--- src/rtl/stcsr_pkg.sv ---
package stcsr_pkg;

  typedef enum logic [1:0] {
    SEL_NONE  = 2'd0,
    SEL_STATE = 2'd1,
    SEL_SEC   = 2'd2,
    SEL_FRAC  = 2'd3
  } rdSel_e;

  typedef struct packed {
    logic   stateSet;
    logic   stateClr;
    logic   secWr;
    logic   fracWr;
    rdSel_e rdSel;
  } csrStrobe_t;

endpackage

--- src/rtl/stcsr_ctrl.sv ---
module stcsr_ctrl
  import stcsr_pkg::*;
#(
  parameter int ADDR_W   = 12,
  parameter int OFF_CLR  = 'h000,
  parameter int OFF_SET  = 'h004,
  parameter int OFF_SEC  = 'h018,
  parameter int OFF_FRAC = 'h01C
) (
  input  logic              wrEn,
  input  logic              rdEn,
  input  logic [ADDR_W-1:0] addr,
  output csrStrobe_t        strb
);

  logic hitClr, hitSet, hitSec, hitFrac;

  always_comb begin
    hitClr  = (addr == ADDR_W'(OFF_CLR));
    hitSet  = (addr == ADDR_W'(OFF_SET));
    hitSec  = (addr == ADDR_W'(OFF_SEC));
    hitFrac = (addr == ADDR_W'(OFF_FRAC));

    strb.stateClr = wrEn & hitClr;
    strb.stateSet = wrEn & hitSet;
    strb.secWr    = wrEn & hitSec;
    strb.fracWr   = wrEn & hitFrac;

    if (!rdEn)                 strb.rdSel = SEL_NONE;
    else if (hitClr || hitSet) strb.rdSel = SEL_STATE;
    else if (hitSec)           strb.rdSel = SEL_SEC;
    else if (hitFrac)          strb.rdSel = SEL_FRAC;
    else                       strb.rdSel = SEL_NONE;
  end

endmodule

--- src/rtl/stcsr_dpath.sv ---
module stcsr_dpath
  import stcsr_pkg::*;
#(
  parameter int DATA_W      = 32,
  parameter int SEC_W       = 3,
  parameter int FRAC_W      = 13,
  parameter int FRAC_LSB    = 19,
  parameter int FRAC_MIN    = 800,
  parameter int FRAC_MAX    = 7999,
  parameter int CYC_PER_SEC = 8000,
  parameter int TO_W        = 16
) (
  input  logic              clk,
  input  logic              rstN,
  input  csrStrobe_t        strb,
  input  logic [DATA_W-1:0] wrData,
  output logic [DATA_W-1:0] rdData,
  output logic [TO_W-1:0]   timeoutCycles
);

  logic [DATA_W-1:0] stateReg;
  logic [SEC_W-1:0]  secReg;
  logic [FRAC_W-1:0] fracReg;
  logic [FRAC_W-1:0] wrFrac;
  logic [FRAC_W-1:0] fracClamped;
  logic [TO_W-1:0]   timeoutNext;

  // Saturate the incoming fraction field into the legal window.
  always_comb begin
    wrFrac = wrData[FRAC_LSB +: FRAC_W];
    if (wrFrac < FRAC_W'(FRAC_MIN))      fracClamped = FRAC_W'(FRAC_MIN);
    else if (wrFrac > FRAC_W'(FRAC_MAX)) fracClamped = FRAC_W'(FRAC_MAX);
    else                                 fracClamped = wrFrac;
  end

  always_ff @(posedge clk or negedge rstN) begin
    if (!rstN) begin
      stateReg <= '0;
      secReg   <= '0;
      fracReg  <= FRAC_W'(FRAC_MIN);
    end else begin
      if (strb.stateSet)      stateReg <= stateReg | wrData;
      else if (strb.stateClr) stateReg <= stateReg & ~wrData;
      if (strb.secWr)  secReg  <= wrData[SEC_W-1:0];
      if (strb.fracWr) fracReg <= fracClamped;
    end
  end

  assign timeoutNext = TO_W'(secReg) * TO_W'(CYC_PER_SEC) + TO_W'(fracReg);

  always_ff @(posedge clk or negedge rstN) begin
    if (!rstN) timeoutCycles <= TO_W'(FRAC_MIN);
    else       timeoutCycles <= timeoutNext;
  end

  always_comb begin
    case (strb.rdSel)
      SEL_STATE: rdData = stateReg;
      SEL_SEC:   rdData = DATA_W'(secReg);
      SEL_FRAC:  rdData = DATA_W'({fracReg, {FRAC_LSB{1'b0}}});
      default:   rdData = '0;
    endcase
  end

  // bits written at the set address are all present afterwards
  a_r2_set_sticks: assert property (@(posedge clk) disable iff (!rstN)
    strb.stateSet |=> ((stateReg & $past(wrData)) == $past(wrData)));

  // bits written at the clear address are all gone afterwards
  a_r3_clr_clears: assert property (@(posedge clk) disable iff (!rstN)
    (strb.stateClr && !strb.stateSet) |=> ((stateReg & $past(wrData)) == '0));

  // the stored fraction never leaves the legal window
  a_r6_frac_window: assert property (@(posedge clk) disable iff (!rstN)
    (fracReg >= FRAC_W'(FRAC_MIN)) && (fracReg <= FRAC_W'(FRAC_MAX)));

  // with no register write the combined timeout stays put
  a_r7_to_stable: assert property (@(posedge clk) disable iff (!rstN)
    (!strb.secWr && !strb.fracWr && (timeoutCycles == timeoutNext))
      |=> $stable(timeoutCycles));

endmodule

--- src/rtl/stcsr_timer.sv ---
module stcsr_timer #(
  parameter int TO_W = 16
) (
  input  logic            clk,
  input  logic            rstN,
  input  logic            timerStart,
  input  logic            cycleTick,
  input  logic [TO_W-1:0] loadValue,
  output logic            timerExpired
);

  logic [TO_W-1:0] countReg;
  logic            armed;

  always_ff @(posedge clk or negedge rstN) begin
    if (!rstN) begin
      countReg <= '0;
      armed    <= 1'b0;
    end else if (timerStart) begin
      countReg <= loadValue;
      armed    <= 1'b1;
    end else if (cycleTick && armed && (countReg != '0)) begin
      countReg <= countReg - 1'b1;
    end
  end

  assign timerExpired = armed && (countReg == '0);

  // a start loads the presented timeout, even alongside a tick
  a_r10_load: assert property (@(posedge clk) disable iff (!rstN)
    timerStart |=> (countReg == $past(loadValue)));

  // a tick on a running timer takes exactly one off
  a_r10_dec: assert property (@(posedge clk) disable iff (!rstN)
    (!timerStart && cycleTick && armed && (countReg != '0))
      |=> (countReg == $past(countReg) - 1'b1));

  // expiry holds until the next start
  a_r11_hold: assert property (@(posedge clk) disable iff (!rstN)
    (timerExpired && !timerStart) |=> timerExpired);

endmodule

--- src/rtl/split_timeout_csr.sv ---
module split_timeout_csr
  import stcsr_pkg::*;
#(
  parameter int DATA_W      = 32,
  parameter int ADDR_W      = 12,
  parameter int SEC_W       = 3,
  parameter int FRAC_W      = 13,
  parameter int FRAC_MIN    = 800,
  parameter int FRAC_MAX    = 7999,
  parameter int CYC_PER_SEC = 8000,
  localparam int FRAC_LSB   = DATA_W - FRAC_W,
  localparam int TO_W       = $clog2(((1 << SEC_W) - 1) * CYC_PER_SEC + FRAC_MAX + 1)
) (
  input  logic              clk,
  input  logic              rstN,
  input  logic              wrEn,
  input  logic              rdEn,
  input  logic [ADDR_W-1:0] addr,
  input  logic [DATA_W-1:0] wrData,
  output logic [DATA_W-1:0] rdData,
  output logic [TO_W-1:0]   timeoutCycles,
  input  logic              timerStart,
  input  logic              cycleTick,
  output logic              timerExpired
);

  csrStrobe_t strb;

  stcsr_ctrl #(
    .ADDR_W(ADDR_W)
  ) uCtrl (
    .wrEn (wrEn),
    .rdEn (rdEn),
    .addr (addr),
    .strb (strb)
  );

  stcsr_dpath #(
    .DATA_W      (DATA_W),
    .SEC_W       (SEC_W),
    .FRAC_W      (FRAC_W),
    .FRAC_LSB    (FRAC_LSB),
    .FRAC_MIN    (FRAC_MIN),
    .FRAC_MAX    (FRAC_MAX),
    .CYC_PER_SEC (CYC_PER_SEC),
    .TO_W        (TO_W)
  ) uDpath (
    .clk           (clk),
    .rstN          (rstN),
    .strb          (strb),
    .wrData        (wrData),
    .rdData        (rdData),
    .timeoutCycles (timeoutCycles)
  );

  stcsr_timer #(
    .TO_W(TO_W)
  ) uTimer (
    .clk          (clk),
    .rstN         (rstN),
    .timerStart   (timerStart),
    .cycleTick    (cycleTick),
    .loadValue    (timeoutCycles),
    .timerExpired (timerExpired)
  );

endmodule

--- config.mk ---
export PLATFORM = sky130hd
export DESIGN_NAME = split_timeout_csr
export DESIGN_NICKNAME = d
export VERILOG_FILES = /design/src/rtl/stcsr_pkg.sv /design/src/rtl/stcsr_ctrl.sv /design/src/rtl/stcsr_dpath.sv /design/src/rtl/stcsr_timer.sv /design/src/rtl/split_timeout_csr.sv
export SDC_FILE = /design/constraint.sdc
export NUM_CORES = 1
export LEC_CHECK = 0
export ABC_AREA = 1
export BUFFER_PORTS_ARGS = -buffer_cell sky130_fd_sc_hd__clkbuf_2
export CAP_MARGIN = 20
export CORE_MARGIN = 2
export CORE_UTILIZATION = 50
export CTS_BUF_LIST = sky130_fd_sc_hd__clkbuf_8
export CTS_CLUSTER_SIZE = 24
export DETAILED_ROUTE_END_ITERATION = 8
export GPL_TIMING_DRIVEN = 0
export PLACE_DENSITY = 0.74
export REMOVE_ABC_BUFFERS = 1
export SKIP_CTS_REPAIR_TIMING = 1
export SLEW_MARGIN = 0
export SYNTH_ARGS = -nofsm -noshare
export SYNTH_HDL_FRONTEND = slang
export SYNTH_HIERARCHICAL = 1
export SYNTH_SLANG_ARGS = --single-unit
--- constraint.sdc ---
create_clock -name clk -period 9.4 [get_ports clk]
set_input_delay 0.94 -clock clk [delete_from_list [all_inputs] [get_ports clk]]
set_output_delay 0.94 -clock clk [all_outputs]
set_load 0.05 [all_outputs]
# After elaboration in Yosys (flattened, before gate mapping)
# Cells that the tools add are included.
dict set report classes {
  reduce_logical 9
  muxes 11
  n_eq_ne 6
  n_bitwise 7
  multipliers 1
  add_sub_neg 2
  magnitude_cmp 2
}
# operator n
set op_table {}
lappend op_table {{one-hot mux 32 bit (3 select lines)} 1}
lappend op_table {{2-to-1 mux 32 bit} 2}
lappend op_table {{AND 32 bit} 1}
lappend op_table {{2-to-1 mux 16 bit} 2}
lappend op_table {{NOT 32 bit} 1}
lappend op_table {{bitwise OR 32 bit} 1}
lappend op_table {{2-to-1 mux 13 bit} 2}
lappend op_table {{equality test 12 x 5 -> 1 bit, second input constant} 2}
lappend op_table {{adder 16 x 13 -> 16 bit} 1}
lappend op_table {{zero test 16 bit} 1}
lappend op_table {{nonzero test 16 bit} 1}
lappend op_table {{subtractor 16 x 1 -> 16 bit, second input constant} 1}
lappend op_table {{> comparator 13 bit, second input constant} 1}
lappend op_table {{< comparator 13 x 10 -> 1 bit, second input constant} 1}
lappend op_table {{equality test 12 x 3 -> 1 bit, second input constant} 1}
lappend op_table {{zero test 12 bit} 1}
lappend op_table {{multiplier 3 x 7 -> 10 bit, second input constant} 1}
lappend op_table {{2-to-1 mux 2 bit} 4}
lappend op_table {{AND 1 bit} 4}
lappend op_table {{equality test 2 bit, second input constant} 2}
lappend op_table {{nonzero test 2 bit} 2}
lappend op_table {{logical AND 1 bit} 3}
lappend op_table {{equality test 2 x 1 -> 1 bit, second input constant} 1}
lappend op_table {{logical OR 1 bit} 1}
dict set report word_totals {
  input_bits 50
  output_inout_bits 49
  ff_bits 81
  wordCells 44
}

# Longest topological paths before layout
dict set report depth {
  word_depth 7
  depth_mapped 15
  ltp_nobuf 15
}

# Hierarchy
# Netlist, hierarchy kept.
# module seq_area_each_um2 instances cells_each area_per_inst_um2
set by_module_without_submodules {}
lappend by_module_without_submodules {stcsr_dpath 1609.0 1 394 3454.6}
lappend by_module_without_submodules {stcsr_timer 425.4 1 177 1187.4}
lappend by_module_without_submodules {stcsr_ctrl 0.0 1 37 155.1}

# Least setup slack after synthesis
# Ideal clock, no wire load.
dict set report synth_timing {
  path_kind {input to output}
  startpoint {input port addr[11]}
  endpoint {output port rdData[24]}
  n_path_buf 1
  stages 11
  arrival_time_ns 2.974
  slack_ns 5.486
  required_ns 8.460
  path_cell_list {nor2_1 > nand2_1 > nor2_2 > nand2_1 > nand3_1 > nand2_1 > inv_1 > inv_2 > or2_1 > buf_2 > o21ai_0}
}
# item line_no
set synth_lines {}
lappend synth_lines {{start, declared} split_timeout_csr.sv:18} ;# input logic [ADDR_W-1:0] addr,
lappend synth_lines {{end, declared} split_timeout_csr.sv:20} ;# output logic [DATA_W-1:0] rdData,

==> results.yml <==
die:
  start_util_pct: 51.7
  coreArea_mm2: 0.00928
  die_w_um: 102
  dieHeight_um: 102
  fp-row-count: 35
  die_area_mm2: 0.0104
  ioPinCount: 99
yosys:
  synth_area_mm2: 0.00480
  synthAdderAreaFrac_pct: 6.26
  yosys-mux-area-fraction_pct: 0
  ys_seq_area_share_pct: 42.4
  ys_ff_latch: 81
  synth_warnings: 6
  yosysUniqueCellTypes: 34
  avgSynthCellArea_um2: 7.89
  synth-xor-area-share_pct: 2.74
  synth_top_family_by_area: "simple AND/OR/NAND/NOR gates"
  synthCells: 608
  synth-compound-area-share_pct: 12.1
  synth-simple-area-share_pct: 26.7
clock_network:
  clk_path_buf_depth: 2
  cts_sinks: 81
  htree_num_levels: 3
  cts_tree: "yes"
  cts-root-buf: "clkbuf_8"
  clkSlewWorstSetupHoldPaths_ns: 0.08
  clkLatencyLatePin_ns: 0.35
  cts_made_buffers: 9
grt:
  antenna_found_initial: 0
  overflow: 0
  grt_pass1_wl_um: 18500
  grt_usage_pct: 22.2
  grt_pass1_vias: 4082
  grt_max_degree: 68
final_layout:
  final_nets: 776
  fill_cells: 858
  final_util_pct: 60.8
  antenna_cells: 0
  drive_above_1_share_pct: 21.8
  areaGrowthSynthToFinish_pct: 17.7
route:
  drc: 0
  dr_total_vias: 4186
  wire_per_inst_um: 12.8
  firstDrtPassIters: 5
  wl_um: 10700
  drtIter0Drc: 148
  viasPerCell: 4.99
  ant_nets: 0
setup_path:
  arrival_ns: 3.18
  start_kind: "primary input"
  reg2reg_depth: 13
  crit_fanout: 21
  rrSetupSlack_ns: 6.12
  worstPathRequired_ns: 8.46
  cp-end-kind: "primary output"
  timing.rr.start: "uDpath/secReg[0]"
  r2r-end: "uDpath/timeoutCycles[15]"
  crit_type: "in2out"
sta:
  period_share_pct: 43.8
  rsz0062_at_grt: "no"
  period_needed_ns: 4.12
  timing.slew.headroom_pct: 46.5
  setup_ws_ns: 5.28
  setup_violations: 0
  skew_ns: 0.0133
  fmax_mhz: 243
  worst_pin_slew_ns: 0.795
  slew_viol_final: 0
  hold_viol: 0
  setup_tns_ns: 0
worst_hold_path:
  hold_depth: 0
  worstHoldPathType: "reg2reg"
  whs_endpoint: "uDpath/timeoutCycles[4]"
  holdCritStartpoint: "uDpath/fracReg[4]"
power_and_ir_drop:
  p_per_area_mw_per_mm2: 128
  vdd_drop_max_uv: 64.3
  leakage_nw: 2.84
outcome:
  status: "completed"
placed_design:
  dp_hpwl_um: 8140
  place.gp.congestion: 0.848
  port_buffers: 98
  place_ws_ns: 5.26
flow_run:
  maxCapViolCount: 0
-- worst max-delay path by stage --
stage          startpoint         end  slack, ns  cells after the start
6_report          addr[5]  rdData[31]       5.28                     10
5_1_grt           addr[5]  rdData[27]       4.99                     10
4_1_cts           addr[5]  rdData[27]       5.27                     10
3_5_place_dp      addr[5]  rdData[27]       5.26                     10
3_3_place_gp      addr[5]  rdData[27]       4.97                      9
2_1_floorplan    addr[11]  rdData[24]       5.11                     10
-- area by class of cell --
type                            count  area, um2  area share (%)
Clock inverter                      5       62.6            1.11
Clock buffer                       11        151            2.68
Timing Repair Buffer              103        578            10.2
Inverter                           98        368            6.51
Multi-Input combinational cell    412       2290            40.6
Tap cell                          129        161            2.86
Sequential cell                    81       2030            36.0
-- power breakdown --
part | internal, mW | switching (mW)
logic | 0.0295 | 0.0555
registers | 0.359 | 0.0103
clock network | 0.139 | 0.132
total | 0.527 | 0.197
-- critical path: stages --
cell,delay [ns]
clkbuf_2,0.09
inv_1,0.04
nand2_1,0.05
nor2_2,0.13
nand2_1,0.09
nor3b_1,0.55
or2_1,0.70
buf_16,0.23
o22ai_2,0.07
clkbuf_2,0.26
-- stage by stage --
| step | instances | total power, mW | hold slack, ns | instance area, um2 |
|---|---|---|---|---|
| after floorplan | 591 | 0.425 | 0.354 | 4690 |
| after global placement | 818 | 0.457 | 0.362 | 5340 |
| after detailed placement | 822 | 0.462 | 0.366 | 5430 |
| after CTS | 838 | 0.730 | 0.387 | 5640 |
| after global routing | 839 | 0.760 | 0.403 | 5650 |
| final | 839 | 0.725 | 0.383 | 5650 |
-- cells in the mapped netlist, drive strengths merged --
cell type | instances | area share, %
clkbuf | 9 | 0.70
inv | 98 | 7.7
nand4 | 5 | 0.65
a22o | 22 | 4.0
nor2 | 65 | 5.7
o21bai | 1 | 0.16
fa | 5 | 2.1
nor3 | 7 | 0.73
dfrtp | 75 | 39
o22ai | 13 | 3.4
nand2 | 168 | 13
ha | 16 | 4.2
dfstp | 6 | 3.3
nand3 | 45 | 4.8
xor2 | 11 | 2.0
a31oi | 4 | 0.52
buf | 8 | 1.5
nor4 | 1 | 0.13
a21oi | 5 | 0.52
o211ai | 1 | 0.16
nor3b | 1 | 0.16
or2 | 1 | 0.13
o21ai | 31 | 3.3
nand3b | 6 | 0.94
xnor2 | 4 | 0.73
-- logic make-up (layout without fill, tap and decap cells) --
kind of cell | after synthesis | in the layout
AOI/OAI and AO/OA | 77 | 77
DFF | 81 | 81
buffers and inverters | 115 | 217
adders and majority gates | 21 | 21
xor gates and xnor gates | 15 | 15
and+or+nand+nor | 299 | 299
-- per-layer routing --
layer | wire, um | share of wire [%] | up-vias | global-route usage, %
met5 | 0 | 0 | - | 0
met4 | 69 | 0.64 | 0 | 4.82
met3 | 662 | 6.2 | 9 | 5.61
met1 | 4690 | 44 | 1956 | 27.4
li1 | - | - | 2126 | -
met2 | 5280 | 49 | 95 | 39.5
-- layout by cell type (no fill, tap or decap), types with 13 or more instances in the layout --
master	synthesis	final
nand3_1	44	44
o21ai_0	27	27
nand2_1	165	165
nor2_1	57	56
ha_1	16	16
dfrtp_1	75	75
inv_1	95	95
o22ai_2	13	13
clkbuf_2	0	97
a22o_1	22	22
No activity file was read; power rests on OpenSTA's default activity.
